**src/rtl/pc_pkg.sv**
```systemverilog
package pc_pkg;

  // Strobes from control to datapath
  typedef struct packed {
    logic clearAcc;
    logic loadAcc;
  } ctrlStrobe_t;

endpackage

```
**src/rtl/pc_compress3.sv**
```systemverilog
// 3:2 compressor: sum bit is the parity of the inputs, carry bit the majority
module pc_compress3 (
  input  logic [2:0] inBits,
  output logic [1:0] onesCnt
);
  logic sumBit;
  logic carryBit;

  always_comb begin
    sumBit   = inBits[0] ^ inBits[1] ^ inBits[2];
    carryBit = (inBits[0] & inBits[1]) | (inBits[0] & inBits[2]) | (inBits[1] & inBits[2]);
    onesCnt  = {carryBit, sumBit};
  end
endmodule

```
**src/rtl/pc_ctrl.sv**
```systemverilog
module pc_ctrl
  import pc_pkg::*;
(
  input  logic        clr,
  input  logic        en,
  output ctrlStrobe_t strobes
);
  always_comb begin
    strobes.clearAcc = clr;
    strobes.loadAcc  = en & ~clr;
  end
endmodule

```
**src/rtl/pc_datapath.sv**
```systemverilog
module pc_datapath
  import pc_pkg::*;
#(
  parameter int SAT_MAX = 7,
  parameter int ACC_W   = 3
) (
  input  logic             clk,
  input  ctrlStrobe_t      strobes,
  input  logic [2:0]       nbrBits,
  output logic [ACC_W-1:0] accValue,
  output logic             satFlag
);
  localparam int SUM_W   = ACC_W + 1;
  // lowest sum bit that, when set, means the clamp is reached
  localparam int SAT_BIT = (SAT_MAX == 4) ? 2 : ACC_W;
  localparam logic [ACC_W-1:0] MAX_VAL = ACC_W'(SAT_MAX);

  logic [1:0]       onesCnt;
  logic [SUM_W-1:0] sumFull;
  logic             overHit;
  logic             atMax;
  logic [ACC_W-1:0] nextVal;
  logic [ACC_W-1:0] accReg;

  pc_compress3 i_compress (
    .inBits  (nbrBits),
    .onesCnt (onesCnt)
  );

  always_comb begin
    atMax   = (accReg == MAX_VAL);
    sumFull = {1'b0, accReg} + SUM_W'(onesCnt);
    overHit = |sumFull[SUM_W-1:SAT_BIT];
    if (atMax || overHit) begin
      nextVal = MAX_VAL;
    end else begin
      nextVal = sumFull[ACC_W-1:0];
    end
  end

  always_ff @(posedge clk) begin
    if (strobes.clearAcc) begin
      accReg <= '0;
    end else if (strobes.loadAcc) begin
      accReg <= nextVal;
    end
  end

  assign accValue = accReg;
  assign satFlag  = atMax;
endmodule

```
**src/rtl/sat_popcount_acc.sv**
```systemverilog
module sat_popcount_acc
  import pc_pkg::*;
#(
  parameter int SAT_MAX = 7
) (
  input  logic       clk,
  input  logic       clr,
  input  logic       en,
  input  logic [2:0] nbrBits,
  output logic [2:0] count,
  output logic       satd
);
  localparam int ACC_W = 3;

  generate
    if (SAT_MAX != 4 && SAT_MAX != 7) begin : g_badMax
      $error("sat_popcount_acc: SAT_MAX must be 4 or 7");
    end
  endgenerate

  ctrlStrobe_t strobes;

  pc_ctrl i_ctrl (
    .clr     (clr),
    .en      (en),
    .strobes (strobes)
  );

  pc_datapath #(
    .SAT_MAX (SAT_MAX),
    .ACC_W   (ACC_W)
  ) i_datapath (
    .clk      (clk),
    .strobes  (strobes),
    .nbrBits  (nbrBits),
    .accValue (count),
    .satFlag  (satd)
  );
endmodule

```
**config.mk**
```make
export PLATFORM = sky130hd
export DESIGN_NAME = sat_popcount_acc
export DESIGN_NICKNAME = d
export VERILOG_FILES = /design/src/rtl/pc_pkg.sv /design/src/rtl/pc_compress3.sv /design/src/rtl/pc_ctrl.sv /design/src/rtl/pc_datapath.sv /design/src/rtl/sat_popcount_acc.sv
export SDC_FILE = /design/constraint.sdc
export NUM_CORES = 1
export LEC_CHECK = 0
export ABC_CLOCK_PERIOD_IN_PS = 1700
export BUFFER_PORTS_ARGS = -buffer_cell sky130_fd_sc_hd__buf_2
export CAP_MARGIN = 20
export CELL_PAD_IN_SITES_DETAIL_PLACEMENT = 1
export CELL_PAD_IN_SITES_GLOBAL_PLACEMENT = 2
export CORE_AREA = 4 4 41 43
export CTS_CLUSTER_SIZE = 20
export DETAILED_ROUTE_END_ITERATION = 7
export DIE_AREA = 0 0 45 47
export PLACE_DENSITY = 0.56
export REMOVE_ABC_BUFFERS = 1
export SKIP_LAST_GASP = 1
export SYNTH_ARGS = -nofsm -noshare
export SYNTH_HDL_FRONTEND = slang
export SYNTH_HIERARCHICAL = 1
export SYNTH_SLANG_ARGS = --single-unit
```
**constraint.sdc**
```tcl
create_clock -name clk -period 1.7 [get_ports clk]
set_input_delay 0.085 -clock clk [delete_from_list [all_inputs] [get_ports clk]]
set_output_delay 0.085 -clock clk [all_outputs]
set_load 0.02 [all_outputs]
```
== Word level (Yosys, flattened, before mapping) ==
Index checks and enable logic that the tools add are counted.

* Register bits after elaboration: 3
* Bits of input ports: 6
* Output and inout bits: 4
* Logic and storage cells: 14

* Add/sub/neg operators: 1
* Eq/ne operators: 1
* Muxes and demuxes: 1
* Bitwise gates (word level): 9
* Reduce and logical (&&, ||, !) cells: 1

{| class="wikitable"
|+ Operators with widths
! kind !! number
|-
| $add A3 B2 Y4 || 1
|-
| $and A1 B1 Y1 || 4
|-
| $eq A3 B3 Y1 const B || 1
|-
| $mux W3 || 1
|-
| $or A1 B1 Y1 || 2
|-
| $xor A1 B1 Y1 || 2
|-
| $logic_or A1 B1 Y1 || 1
|-
| $not A1 Y1 || 1
|}

== Logic depth before layout (Yosys ltp) ==
Gate-level depths: netlist of the first run.

* Word-level depth: 6
* Gate-level depth with buffers: 8
* Gate-level depth less buffers: 7

== By module ==
Netlist of the first run, hierarchy kept.

{| class="wikitable"
|+ Modules (own cells, without submodules)
! module !! times used !! cells an instance !! area an instance (um2) !! sequential area each (um2)
|-
| pc_datapath || 1 || 21 || 190.2 || 60.1
|-
| pc_compress3 || 1 || 3 || 35.0 || 0.0
|-
| pc_ctrl || 1 || 2 || 21.3 || 0.0
|}

== Least setup slack after synthesis of the first run ==
OpenSTA, ideal clock, no wires.

* Kind: input-to-reg
* Start: in nbrBits[0]
* End: reg i_datapath.accReg[2] (netlist: i_datapath/accValue[2])
* Setup time: 124 ps
* Arrival: 1580 ps
* Required time: 1576 ps
* Slack: -4 ps
* Stages on the path: 7
* Buffers on the path: 1
* Path through: fa_1 -> buf_4 -> ha_1 -> inv_1 -> fa_1 -> nor4bb_1 -> nor3_1

* Elaborated cells on any way between the ends: 9
* Those cells by class: add/sub (1); mux (1); bitwise (6); reduce/logical (1)

{| class="wikitable"
|+ RTL lines
! element !! line !! source
|-
| start, declared || sat_popcount_acc.sv:9 || <nowiki>input logic [2:0] nbrBits,</nowiki>
|-
| $xor A1 B1 Y1 (*) (2 in series) || pc_compress3.sv:10 || <nowiki>sumBit = inBits[0] ^ inBits[1] ^ inBits[2];</nowiki>
|-
| net i_datapath.onesCnt[0] || pc_datapath.sv:18 || <nowiki>logic [1:0] onesCnt;</nowiki>
|-
| $add A3 B2 Y4 (*) || pc_datapath.sv:32 || <nowiki>sumFull = {1'b0, accReg} + SUM_W'(onesCnt);</nowiki>
|-
| $logic_or A1 B1 Y1 || pc_datapath.sv:34 || <nowiki>if (atMax || overHit) begin</nowiki>
|-
| $mux W3 (*) || pc_datapath.sv:34 ||
|-
| end signal, assigned || pc_datapath.sv:45 || <nowiki>accReg <= nextVal;</nowiki>
|-
| end, declared || pc_datapath.sv:23 || <nowiki>logic [ACC_W-1:0] accReg;</nowiki>
|}

The timed path passes the listed nets; every way through them passes the cells marked *.
A chain may end at the register's enable or synchronous reset.

== Worst setup path after layout of the first run ==
Ends and elaborated chain as after synthesis.

==> results.ini, run 1 <==
[clock_network]
cts_tree = built
cts_sinks = 3
cts_resized = 0
cts_htree_levels = 1
cts_max_path_buffers = 2
cts_made_buffers = 3
cts_setup_buffers = 0
cts_root_buffer = clkbuf_4
clk_pin_slew_ns = 0.04
clk-insertion-delay-late_ns = 0.23
ctsHoldBuffers = 0

[timing]
hold_violations = 0
drv_slew = 0
tightest_slew_ns = 0.2413
hold_ws_ns = 0.09234
timing.final.crit_share = 0.9271
max-slew-margin-rel = 0.8381
setup_violations = 0
fmax_mhz = 634.5
setup_slack_ns = 0.1240
rsz0062_at_grt = false
skew_ns = 0.002672
min_period_ns = 1.576
tns_ns = 0

[global_routing]
grt_max_degree = 7
track_usage = 0.07759
grt_pass1_vias = 237
grt-ovfl-total = 0
antenna_found_initial = 0
grt_pass1_wl_microns = 1055

[floorplanning]
dieArea_sq_mm = 0.002115
initial_core_util = 0.1894
core-area_sq_mm = 0.001301
ios = 10
dieHeight_microns = 47
die-width_microns = 45
fp-row-count = 13

[yosys]
ys_dominant_reg_cell = dfxtp_1
yosys_register_bits = 3
synth_cell_types = 15
yosysWarnings = 6
synth_area_per_cell_sq_um = 9.480
yosysMostFrequentCell = inv_1
yosysTopAreaCell = dfxtp_1
synthesis.instances = 26
synthArstFlopShare = 0
synth_edf_count = 0
yosys-top-cells-area = dfxtp_1 (24%), fa_1 (16%), ha_1 (10%), buf_4 (9.1%), inv_1 (6.1%)
synth_top_area_frac = 0.2437
yosys-top-cells-count = inv_1 (4), buf_4 (3), dfxtp_1 (3)
ys_seq_area_frac = 0.2437
syn-cell-area_sq_um = 246.5

[drt]
finalWirelength_microns = 634
dr.pass1.iters = 2
via_count = 217
drtIter0Drc = 2
viasPerCell = 4.173
final_antenna_net_count = 0
wire_per_inst_microns = 12.19
drcViolationCount = 0

[cells_and_area]
layout.nets = 48
area_growth_pct = 30.46
multiInputGateArea_sq_um = 148.9
drive_gt1_frac = 0.4054
fillers = 175
largest_register_ffs = 3
final-seq-area_sq_um = 60.06
antenna_cells = 0

[flow_run]
cap_violations = 0

[power_and_ir_drop]
cellPowerDensity_mw_per_mm2 = 843.3
clockPowerShare = 0.475
p_sw_w = 0.00007961
p_int_w = 0.0001915
power.leakage_nw = 0.1591
p_comb_frac = 0.226
p_seq_frac = 0.299
max-vdd-ir-drop_mv = 0.1482
netSwitchingFraction = 0.2936

[critical_path]
crit_path_frequent_cell = fa_1
crit_path_start_kind = input pin
crit_cells = 7
cp-end-kind = flip-flop
path_buf_inv = 2
path_cells = buf_2 > fa_1 > ha_1 > inv_1 > fa_1 > nor4bb_1 > nor3_1
cp_slowest_stage_delay_ns = 0.53
path_class = in2reg
reg2regPathDepth = 4
arrival_ns = 1.69
crit_required_ns = 1.82
reg2reg_slack_ns = 0.19
crit_family = adder cells
crit_fanout = 2
slowest_stage = fa_1

[placed_design]
dpl_worst_slack_ns = -0.1258
gp_congestion = 0.6882
hpwl_microns = 470.2
io_buffer_count = 9

[min_path]
hold_class = in2reg
holdPathStages = 2

[status]
status = complete, no violations

[cell families after synthesis]
family,Yosys count,share of synthesized area
AND/OR/NAND/NOR,7,0.1929
flip-flops,3,0.2437
AO/OA/AOI/OAI,5,0.1472
buffers and inverters,7,0.1523
adder cells (fa/ha/maj),4,0.2639
[cell usage in the layout (no fill, tap or decap), drive strengths merged]
cell,count
a311oi,1
inv,4
nor2b,1
ha,2
nand2,1
clkbuf,4
buf,10
a211oi,1
nor2,2
a221o,1
nor3,1
fa,2
nor4bb,1
and3,1
a21oi,2
dfxtp,3
[worst paths after layout]
kind,startpoint,end
worst max-delay path,nbrBits[0],i_datapath/accValue[2]
worst min-delay path,clr,i_datapath/accValue[0]
worst max register to register,i_datapath/accValue[1],i_datapath/accValue[2]
worst min register to register,i_datapath/accValue[2],i_datapath/accValue[1]
[final cells by class]
cell class / instances / share of cell area
repair buffers: 10 / 0.1634
clock buffers: 4 / 0.08171
flip-flops and latches: 3 / 0.1868
well taps: 15 / 0.05837
inverters: 4 / 0.04669
multi-input cells: 16 / 0.4630
[layer usage]
metal	GRT usage	share of wire	wire (microns)
met1	0.08009	0.45	288
met2	0.1073	0.44	276
met3	0.01533	0.077	49
met4	0.1228	0.030	19
met5	0	0	0
[metrics by stage]
step                cells  utilization  total power (W)  instance area, sq um
floorplan              23            -        0.0001178                 224.0
global placement       48       0.2269        0.0001417                 295.3
detailed placement     48       0.2269        0.0001428                 295.3
CTS                    52       0.2471        0.0002787                 321.6
global route           52       0.2471        0.0002924                 321.6
finish                 52       0.2471        0.0002712                 321.6
[power by group through the flow]
stage	registers (W)	clock network [W]	logic, W
floorplan	0.0000868	0	0.0000310
global placement	0.0000818	0	0.0000599
detailed placement	0.0000822	0	0.0000607
CTS	0.0000812	0.000136	0.0000618
global route	0.0000821	0.000138	0.0000721
finish	0.0000810	0.000129	0.0000613
Note: power is estimated with default switching activity, not from simulation.
==> run 2, diff against run 1 <==
--- a/config.mk
+++ b/config.mk
@@ -6,7 +6,7 @@
 export NUM_CORES = 1
 export LEC_CHECK = 0
 export ABC_CLOCK_PERIOD_IN_PS = 1700
-export BUFFER_PORTS_ARGS = -buffer_cell sky130_fd_sc_hd__buf_2
+export BUFFER_PORTS_ARGS = -buffer_cell sky130_fd_sc_hd__clkbuf_2
 export CAP_MARGIN = 20
 export CELL_PAD_IN_SITES_DETAIL_PLACEMENT = 1
 export CELL_PAD_IN_SITES_GLOBAL_PLACEMENT = 2
==> run 2 against run 1 <==
Cell count stayed put. Sequential power about the same. First-iteration DRC count is 50% lower. Combinational power about the same. Flip-flop and latch count is the same. Sequential share of layout area unchanged. Register-to-register slack better by 0.02 ns. Critical path depth is the same. Total power decreased by 1.2%. Routed wire length down 7.1%. Worst setup slack gained 0.023 ns. Core utilization did not move.
==> results.ini, run 2 (synthesis results as in run 1) <==
[power_and_ir_drop]
p_seq_frac = 0.303
p_int_w = 0.0001915
clockPowerShare = 0.467
cellPowerDensity_mw_per_mm2 = 832.8
max-vdd-ir-drop_mv = 0.1659
netSwitchingFraction = 0.2848
power.leakage_nw = 0.1572
p_sw_w = 0.00007626
p_comb_frac = 0.230

[critical_path]
path_cells = clkbuf_2 > fa_1 > ha_1 > inv_1 > fa_1 > nor4bb_1 > nor3_1
crit_family = adder cells
cp_slowest_stage_delay_ns = 0.53
crit_cells = 7
reg2reg_slack_ns = 0.21
reg2reg_to = i_datapath/accValue[2]
slowest_stage = fa_1
r2r_start = i_datapath/accValue[1]
cp-endpoint = i_datapath/accValue[2]
crit_required_ns = 1.82
crit_fanout = 2
path_class = in2reg
cp-end-kind = flip-flop
crit_path_start_kind = input pin
reg2regPathDepth = 4
path_buf_inv = 2
arrival_ns = 1.67
crit_path_frequent_cell = fa_1
cp-startpoint = nbrBits[0]

[clock_network]
clk-insertion-delay-late_ns = 0.23
cts_resized = 0
cts_setup_buffers = 0
cts_sinks = 3
cts_made_buffers = 3
cts_max_path_buffers = 2
cts_tree = built
cts_root_buffer = clkbuf_4
clk_pin_slew_ns = 0.04
cts_htree_levels = 1
ctsHoldBuffers = 0

[floorplanning]
dieHeight_microns = 47
ios = 10
dieArea_sq_mm = 0.002115
fp-row-count = 13
die-width_microns = 45
core-area_sq_mm = 0.001301
initial_core_util = 0.1894

[timing]
rsz0062_at_grt = false
hold_violations = 0
setup_violations = 0
drv_slew = 0
skew_ns = 0.003611
tightest_slew_ns = 0.2218
timing.final.crit_share = 0.9136
min_period_ns = 1.553
tns_ns = 0
fmax_mhz = 643.9
max-slew-margin-rel = 0.8501
setup_slack_ns = 0.1469

[global_routing]
grt_max_degree = 7
grt-ovfl-total = 0
antenna_found_initial = 0
track_usage = 0.07047
grt_pass1_vias = 233
grt_pass1_wl_microns = 931

[min_path]
hold_class = in2reg

[cells_and_area]
layout.nets = 48
largest_register_ffs = 3
antenna_cells = 0
final_cell_mix = clkbuf_2 (9), inv_1 (4), clkbuf_4 (3), dfxtp_1 (3)
area_growth_pct = 30.46
fillers = 172
drive_gt1_frac = 0.4054
final_common_cell = clkbuf_2

[placed_design]
dpl_worst_slack_ns = -0.1017
io_buffer_count = 9
gp_congestion = 0.6827
hpwl_microns = 491

[drt]
drcViolationCount = 0
final_antenna_net_count = 0
via_count = 220
wire_per_inst_microns = 11.33
viasPerCell = 4.231
drtIter0Drc = 1
finalWirelength_microns = 589
dr.pass1.iters = 2

[status]
status = complete, no violations

[flow_run]
cap_violations = 0

==> run 2: worst min-delay path by stage <==
| stage | cells past startpoint | slack (ns) | endpoint | start |
|---|---|---|---|---|
| global placement | 2 | 0.34 | i_datapath/accValue[1] | clr |
| CTS | 2 | 0.10 | i_datapath/accValue[1] | clr |
| global route | 2 | 0.11 | i_datapath/accValue[1] | clr |
| detailed placement | 2 | 0.35 | i_datapath/accValue[1] | clr |
| finish | 2 | 0.10 | i_datapath/accValue[1] | clr |
| floorplan | 1 | 0.16 | i_datapath/accValue[1] | clr |
==> run 2: routing by layer <==
layer  routed length (microns)  share of wire  vias to the layer above  track usage
met4                        27          0.046                        0       0.1228
met3                        43          0.073                        2      0.01533
met5                         0              0                        -            0
li1                          -              -                      109            -
met1                       264           0.45                      100      0.07323
met2                       254           0.43                        9      0.09040
==> run 2: power by group through the flow <==
stage | clock network [W] | registers [W] | logic, W
3_5_place_dp | 0 | 0.0000824 | 0.0000633
4_1_cts | 0.000132 | 0.0000813 | 0.0000630
5_1_grt | 0.000137 | 0.0000821 | 0.0000698
3_3_place_gp | 0 | 0.0000816 | 0.0000599
2_1_floorplan | 0 | 0.0000868 | 0.0000310
6_report | 0.000125 | 0.0000812 | 0.0000615
==> run 2: worst register-to-register path: cells and delay by family (launching register included) <==
| family | cells | cell delay [ns] |
|---|---|---|
| compound gates | 1 | 0.33 |
| fa+ha+maj | 1 | 0.28 |
| flops | 1 | 0.42 |
| simple gates | 2 | 0.35 |
==> run 2: layout make-up <==
cell class / count / area [sq um] / share of cell area
Sequential cell: 3 / 60.06 / 0.1868
Tap cell: 15 / 18.77 / 0.05837
Inverter: 4 / 15.01 / 0.04669
Multi-Input combinational cell: 16 / 148.9 / 0.4630
Timing Repair Buffer: 10 / 52.55 / 0.1634
Clock buffer: 4 / 26.28 / 0.08171
==> run 2: through the flow <==
stage	area [sq um]	cells	total power, W	util	hold slack (ns)
6_report	321.6	52	0.0002678	0.2471	0.1042
5_1_grt	321.6	52	0.0002888	0.2471	0.1112
4_1_cts	321.6	52	0.0002762	0.2471	0.1003
3_5_place_dp	295.3	48	0.0001457	0.2269	0.3509
3_3_place_gp	295.3	48	0.0001415	0.2269	0.3412
2_1_floorplan	224.0	23	0.0001178	-	0.1571
